<file path="config.mk">
export PLATFORM = sky130hd
export DESIGN_NAME = pcm_burst_serializer
export DESIGN_NICKNAME = d
export VERILOG_FILES = /design/src/rtl/pcm_ser_pkg.sv /design/src/rtl/pcm_eoc_sync.sv /design/src/rtl/pcm_bit_tick.sv /design/src/rtl/pcm_shift_core.sv /design/src/rtl/pcm_burst_serializer.sv
export SDC_FILE = /design/constraint.sdc
export NUM_CORES = 1
export LEC_CHECK = 0
export BUFFER_PORTS_ARGS = -buffer_cell sky130_fd_sc_hd__buf_2
export CAP_MARGIN = 20
export CORE_MARGIN = 1.5
export CORE_UTILIZATION = 55
export DETAILED_ROUTE_END_ITERATION = 10
export PLACE_DENSITY = 0.76
export REMOVE_ABC_BUFFERS = 1
export SLEW_MARGIN = 25
export SYNTH_ARGS = -nofsm -noshare
export SYNTH_HDL_FRONTEND = slang
export SYNTH_SLANG_ARGS = --single-unit
</file>
<file path="constraint.sdc">
create_clock -name clk -period 2.01 [get_ports clk]
set_input_delay 0 -clock clk [delete_from_list [all_inputs] [get_ports clk]]
set_output_delay 0 -clock clk [all_outputs]
set_load 0.03 [all_outputs]
</file>
<file path="src/rtl/pcm_ser_pkg.sv">
// Package: shared constants and the sample word layout for the PCM burst serializer.
// Assumes sign-magnitude words: the MSB is set for positive samples.
package pcm_ser_pkg;
    localparam int unsigned PCM_WORD_W = 8;

    typedef struct packed {
        logic                  positive;
        logic [PCM_WORD_W-2:0] magnitude;
    } pcm_sample_t;
endpackage

</file>
<file path="src/rtl/pcm_eoc_sync.sv">
// Module: pcm_eoc_sync
// Brings the asynchronous active-low end-of-conversion line into the clock
// domain through SYNC_STAGES flops, then emits a one-cycle pulse for each
// falling edge. Assumes the line stays high for more than SYNC_STAGES cycles
// between strobes.
module pcm_eoc_sync #(
    parameter int unsigned SYNC_STAGES = 2
) (
    input  logic clk,
    input  logic rst_n,
    input  logic eoc_n_async,
    output logic fall_pulse
);
    logic [SYNC_STAGES-1:0] chain;
    logic                   prev_lvl;

    // Purpose: shift the raw line through the synchroniser chain; idle level is high.
    always_ff @(posedge clk) begin
        if (!rst_n) begin
            chain <= '1;
        end else begin
            chain[0] <= eoc_n_async;
            for (int i = 1; i < SYNC_STAGES; i++) begin
                chain[i] <= chain[i-1];
            end
        end
    end

    // Purpose: remember the previous synchronised level for edge detection.
    always_ff @(posedge clk) begin
        if (!rst_n) begin
            prev_lvl <= 1'b1;
        end else begin
            prev_lvl <= chain[SYNC_STAGES-1];
        end
    end

    assign fall_pulse = prev_lvl & ~chain[SYNC_STAGES-1];

    // an edge pulse never lasts two cycles.
    p_single_edge_r2: assert property (@(posedge clk) disable iff (!rst_n)
        fall_pulse |=> !fall_pulse)
        else $error("edge pulse held for two cycles");
endmodule

</file>
<file path="src/rtl/pcm_bit_tick.sv">
// Module: pcm_bit_tick
// Free-running divider: raises tick for one cycle every DIV system cycles.
// This tick sets the serial bit rate. Assumes DIV >= 2.
module pcm_bit_tick #(
    parameter int unsigned DIV = 1563
) (
    input  logic clk,
    input  logic rst_n,
    output logic tick
);
    localparam int unsigned DIV_W = (DIV > 1) ? $clog2(DIV) : 1;
    localparam logic [DIV_W-1:0] LAST = DIV_W'(DIV - 1);

    logic [DIV_W-1:0] div_cnt;

    // Purpose: count system cycles and wrap at the end of each bit period.
    always_ff @(posedge clk) begin
        if (!rst_n) begin
            div_cnt <= '0;
        end else if (div_cnt == LAST) begin
            div_cnt <= '0;
        end else begin
            div_cnt <= div_cnt + 1'b1;
        end
    end

    assign tick = (div_cnt == LAST);

    generate
        if (DIV > 1) begin : g_tick_chk
            // ticks are never adjacent, so each bit lasts more than one cycle.
            p_tick_spacing_r4: assert property (@(posedge clk) disable iff (!rst_n)
                tick |=> !tick)
                else $error("bit ticks on adjacent cycles");
        end
    endgenerate
endmodule

</file>
<file path="src/rtl/pcm_shift_core.sv">
// Module: pcm_shift_core
// Captures a word when a load request arrives while idle. While the run flag
// is set, each bit tick shifts one bit out MSB first. A bit counter clears the
// run flag after the last bit. A load request during a burst sets a sticky
// overrun and is dropped. Assumes load_req is a single-cycle pulse.
module pcm_shift_core #(
    parameter int unsigned W = 8
) (
    input  logic         clk,
    input  logic         rst_n,
    input  logic         load_req,
    input  logic         tick,
    input  logic [W-1:0] word,
    output logic         ser_data,
    output logic         bit_valid,
    output logic         frame_start,
    output logic         overrun
);
    localparam int unsigned CNT_W = (W > 1) ? $clog2(W) : 1;
    localparam logic [CNT_W-1:0] LAST_BIT = CNT_W'(W - 1);

    logic [W-1:0]     shreg;
    logic [CNT_W-1:0] bit_cnt;
    logic             running;
    logic             shift_en;

    assign shift_en = tick & running;

    // Purpose: run flag and bit counter; load arms the flag, the last bit clears it.
    always_ff @(posedge clk) begin
        if (!rst_n) begin
            running <= 1'b0;
            bit_cnt <= '0;
        end else if (load_req && !running) begin
            running <= 1'b1;
            bit_cnt <= '0;
        end else if (shift_en) begin
            bit_cnt <= bit_cnt + 1'b1;
            if (bit_cnt == LAST_BIT) begin
                running <= 1'b0;
            end
        end
    end

    // Purpose: word register; capture when idle, shift left on each bit tick.
    always_ff @(posedge clk) begin
        if (!rst_n) begin
            shreg <= '0;
        end else if (load_req && !running) begin
            shreg <= word;
        end else if (shift_en) begin
            shreg <= {shreg[W-2:0], 1'b0};
        end
    end

    // Purpose: line drivers; present a bit per tick, return the line low on idle ticks.
    always_ff @(posedge clk) begin
        if (!rst_n) begin
            ser_data    <= 1'b0;
            bit_valid   <= 1'b0;
            frame_start <= 1'b0;
        end else begin
            bit_valid   <= shift_en;
            frame_start <= shift_en && (bit_cnt == '0);
            if (shift_en) begin
                ser_data <= shreg[W-1];
            end else if (tick) begin
                ser_data <= 1'b0;
            end
        end
    end

    // Purpose: sticky overrun when a strobe arrives while a burst is running.
    always_ff @(posedge clk) begin
        if (!rst_n) begin
            overrun <= 1'b0;
        end else if (load_req && running) begin
            overrun <= 1'b1;
        end
    end

    // the frame marker only ever accompanies a bit strobe.
    p_frame_with_bit_r5: assert property (@(posedge clk) disable iff (!rst_n)
        frame_start |-> bit_valid)
        else $error("frame marker without a bit");

    // overrun stays set once raised.
    p_overrun_sticky_r7: assert property (@(posedge clk) disable iff (!rst_n)
        overrun |=> overrun)
        else $error("overrun cleared without reset");

    // a running burst is never reloaded; the word only moves on ticks.
    p_burst_intact_r7: assert property (@(posedge clk) disable iff (!rst_n)
        (running && !tick) |=> $stable(shreg))
        else $error("shift register changed mid-burst without a tick");

    // the run flag drops only on the cycle that sends the last bit.
    p_end_on_bit_r3: assert property (@(posedge clk) disable iff (!rst_n)
        $fell(running) |-> bit_valid)
        else $error("burst ended without a final bit");

    // bits are only emitted while the run flag is set.
    p_idle_quiet_r6: assert property (@(posedge clk) disable iff (!rst_n)
        bit_valid |-> $past(running))
        else $error("bit strobe while idle");
endmodule

</file>
<file path="src/rtl/pcm_burst_serializer.sv">
// Module: pcm_burst_serializer (top)
// Serialises one PCM word per end-of-conversion strobe as a burst of PCM_W
// unipolar NRZ bits, MSB first, paced by a divided bit tick. Assumes pcm_word
// is stable for SYNC_STAGES+1 cycles after eoc_n falls and BIT_DIV >= 2.
module pcm_burst_serializer #(
    parameter int unsigned PCM_W       = pcm_ser_pkg::PCM_WORD_W,
    parameter int unsigned BIT_DIV     = 1563,
    parameter int unsigned SYNC_STAGES = 2
) (
    input  logic             clk,
    input  logic             rst_n,
    input  logic             eoc_n,
    input  logic [PCM_W-1:0] pcm_word,
    output logic             ser_data,
    output logic             bit_valid,
    output logic             frame_start,
    output logic             overrun
);
    logic eoc_fall;
    logic bit_tick;

    pcm_eoc_sync #(.SYNC_STAGES(SYNC_STAGES)) sync_i (
        .clk         (clk),
        .rst_n       (rst_n),
        .eoc_n_async (eoc_n),
        .fall_pulse  (eoc_fall)
    );

    pcm_bit_tick #(.DIV(BIT_DIV)) tick_i (
        .clk   (clk),
        .rst_n (rst_n),
        .tick  (bit_tick)
    );

    pcm_shift_core #(.W(PCM_W)) core_i (
        .clk         (clk),
        .rst_n       (rst_n),
        .load_req    (eoc_fall),
        .tick        (bit_tick),
        .word        (pcm_word),
        .ser_data    (ser_data),
        .bit_valid   (bit_valid),
        .frame_start (frame_start),
        .overrun     (overrun)
    );
endmodule

</file>
==> metrics.cfg <==
[logic_synthesis]
yosys.area_share.adder_pct=4.94
synth-xor-area-share_pct=6.92
synth-compound-area-share_pct=11.8
synth_edf_count=0
ys.flop_type=dfxtp_1
synthMuxAreaShare_pct=1.58
ys_async_sr_fraction_pct=0
ys_warn_count=0
synth_cell_type_count=32
ys_seq_area_share_pct=47.4
synth_top_family_by_area=simple AND/OR/NAND/NOR gates
netlist_area_um2=1270
postSynthCellCount=131
synth-seq-cells=30
syn_avg_cell_area_um2=9.67
yosys.area_share.simple_pct=22.8

[route]
vias=975
wire_per_inst_um=12.3
wl_met3_um=81
maxUsedRoutingLayer=met4
dr_wl_met2_mm=1.09
wl_met1_mm=1.07
drt_pass1_iterations=4
first_iter_violations=21
finalWirelength_mm=2.31
drc=0
via_per_inst=5.19
postRouteAntennaNets=0

[sta]
fmax_mhz=556
finalHoldViolations=0
finalMaxSlewViolations=0
post-route-period-util_pct=89.4
slew_headroom_pct=76.3
setup_viol=0
final.min_clock_period_ns=1.80
finClkSkew_ns=0.00839
finalSetupTns_ns=0
rsz0062_at_grt=no
worstMarginPinSlew_ns=0.355

[clocking]
clock_latency_ns=0.33
cts_made_buffers=5
cts_buffer_depth=2
clock-root-buffer=clkbuf_4
cts_tree=built
clock-sinks=30
path_clk_slew_ns=0.10
post_cts_buffers=0
ctsHtreeMaxLevel=2

[worst_setup_path]
r2r-end=core_i.shreg[3]
r2r_cells=5
crit_required_ns=2.26
arrival_ns=2.05
startpoint_type=flop
r2r_slack_ns=0.21
path_delay_family=simple AND/OR/NAND/NOR gates
reg2reg_from=tick_i.div_cnt[7]
slowest_stage=or4b_4
cp_num_buf_inv=1
max_stage_delay_ns=0.56
crit_path_end=core_i.shreg[3]
end_kind=flop
worst-path-stages=5
path_class=reg2reg
crit_start=tick_i.div_cnt[7]
worst-path-max-fanout=9
worstPathCellList=or4b_4 -> nor4_4 -> buf_4 -> a22oi_1 -> a21boi_1

[cells_and_area]
final_common_cell=dfxtp_1
final_cell_mix=30 x dfxtp_1, 16 x nor2_1, 15 x nand2_1
final_cells=188
nFillCells=172
final_nets=175
fin_util_pct=69.0
drive_gt1_share_pct=18.8
syn_to_final_growth_pct=19.4
diodes=0

[power_and_ir_drop]
p_leak_uw=0.000588
pwr-share-clk_pct=35.7
sw_frac_of_total_pct=23.7
power.switching_uw=253
p_per_area_nw_per_um2=705
p_int_uw=813
power.share.sequential_pct=58.0
p_comb_share_pct=6.3
peakVddDrop_mv=0.552

[floorplan]
ios=15
floorplan.initialDensity_pct=57.8
die_h_um=51.0
rows=17
core_area_um2=2190
die_area_um2=2600
die_w_um=51.0

[placement]
dp.cells=170
portBuffers=14
place_congestion=0.754
post-dp-hpwl_mm=1.56

[grt]
grt_use_total_pct=22.0
grt_pass1_vias=935
grt_max_degree=18
grt_pass1_wl_mm=3.98
antenna_found_initial=0
grt_overflow=0

[run_status]
status=finished, final reports clean

[worst_hold_path]
hold_class=in2reg

[run]
drv_cap=0

[worst min-delay path: stages]
cell and delay, ns:
buf_2 0.08, a22oi_1 0.06, a21boi_1 0.16
[timing repair]
action,4_1_cts,5_1_grt
endpoints found under the hold margin,10,0
endpoints found under the setup margin,0,0
hold buffers,10,0
gates resized for setup,0,0
[power groups by stage]
stage          logic, uW  registers, uW  clock network [uW]
2_1_floorplan       31.3            630                   0
3_3_place_gp        49.5            631                   0
3_5_place_dp        51.9            632                   0
4_1_cts             66.9            618                 392
5_1_grt             74.1            620                 415
6_report            67.1            618                 380
[sequential cells by signal, indices dropped and copies added, names as in the netlist]
register            cells
tick_i.div_cnt         11
core_i.frame_start      1
core_i.bit_valid        1
core_i.overrun          1
core_i.shreg            8
sync_i.prev_lvl         1
core_i.ser_data         1
core_i.bit_cnt          3
core_i.running          1
sync_i.chain            2
[routing by layer]
metal  up-vias  global-route usage (%)
met5         -                       0
li1        501                       -
met2        21                    34.6
met1       448                    24.9
met4         0                    13.5
met3         5                    8.77
[how the worst min path moves through the flow]
| stage | from | endpoint | cells past startpoint |
|---|---|---|---|
| after floorplan | rst_n | sync_i.prev_lvl | 1 |
| after global placement | eoc_n | sync_i.chain[0] | 2 |
| after detailed placement | eoc_n | sync_i.chain[0] | 2 |
| after CTS | pcm_word[3] | core_i.shreg[3] | 3 |
| after global routing | pcm_word[3] | core_i.shreg[3] | 3 |
| final | pcm_word[3] | core_i.shreg[3] | 3 |
[cell families after synthesis]
kind of cell	after synthesis
and+or+nand+nor	54
adders and majority gates	5
AOI/OAI and AO/OA	19
DFF	30
xor gates and xnor gates	10
buffers and inverters	11
muxes	2
[cells in the mapped netlist, types with 2 or more instances]
cell       n  share of area, %
a21boi_1   7               4.2
nand3_1    4               1.6
ha_1       5               4.9
nor4_1     2              0.99
nor2_1    16               4.7
mux2i_1    2               1.6
inv_1      7               2.1
dfxtp_1   30                47
nand2b_1   2              0.99
nor3_1     3               1.2
a22oi_1    7               4.2
buf_6      2               1.8
xnor2_1    8               5.5
nor2b_1    3               1.5
xor2_1     2               1.4
nand2_1   15               4.4
[layout make-up]
cell class	count	area, um2	area share, %
multi-input combinational	90	608	40.2
sequential	30	601	39.7
timing repair buffer	25	178	11.8
clock buffer	6	51.3	3.39
tap	28	35.0	2.32
inverter	7	26.3	1.74
clock inverter	2	12.5	0.828
[stage by stage]
stage / setup slack, ns / power (uW) / hold slack (ns) / area [um2]
6_report: 0.212 / 1070 / 0.0177 / 1510
3_3_place_gp: 0.315 / 681 / 0.183 / 1350
3_5_place_dp: 0.249 / 684 / 0.186 / 1350
2_1_floorplan: 0.303 / 661 / 0.0688 / 1230
4_1_cts: 0.210 / 1080 / 0.0109 / 1510
5_1_grt: 0.103 / 1110 / 0.0249 / 1510
Note: power is estimated with default switching activity, not from simulation.
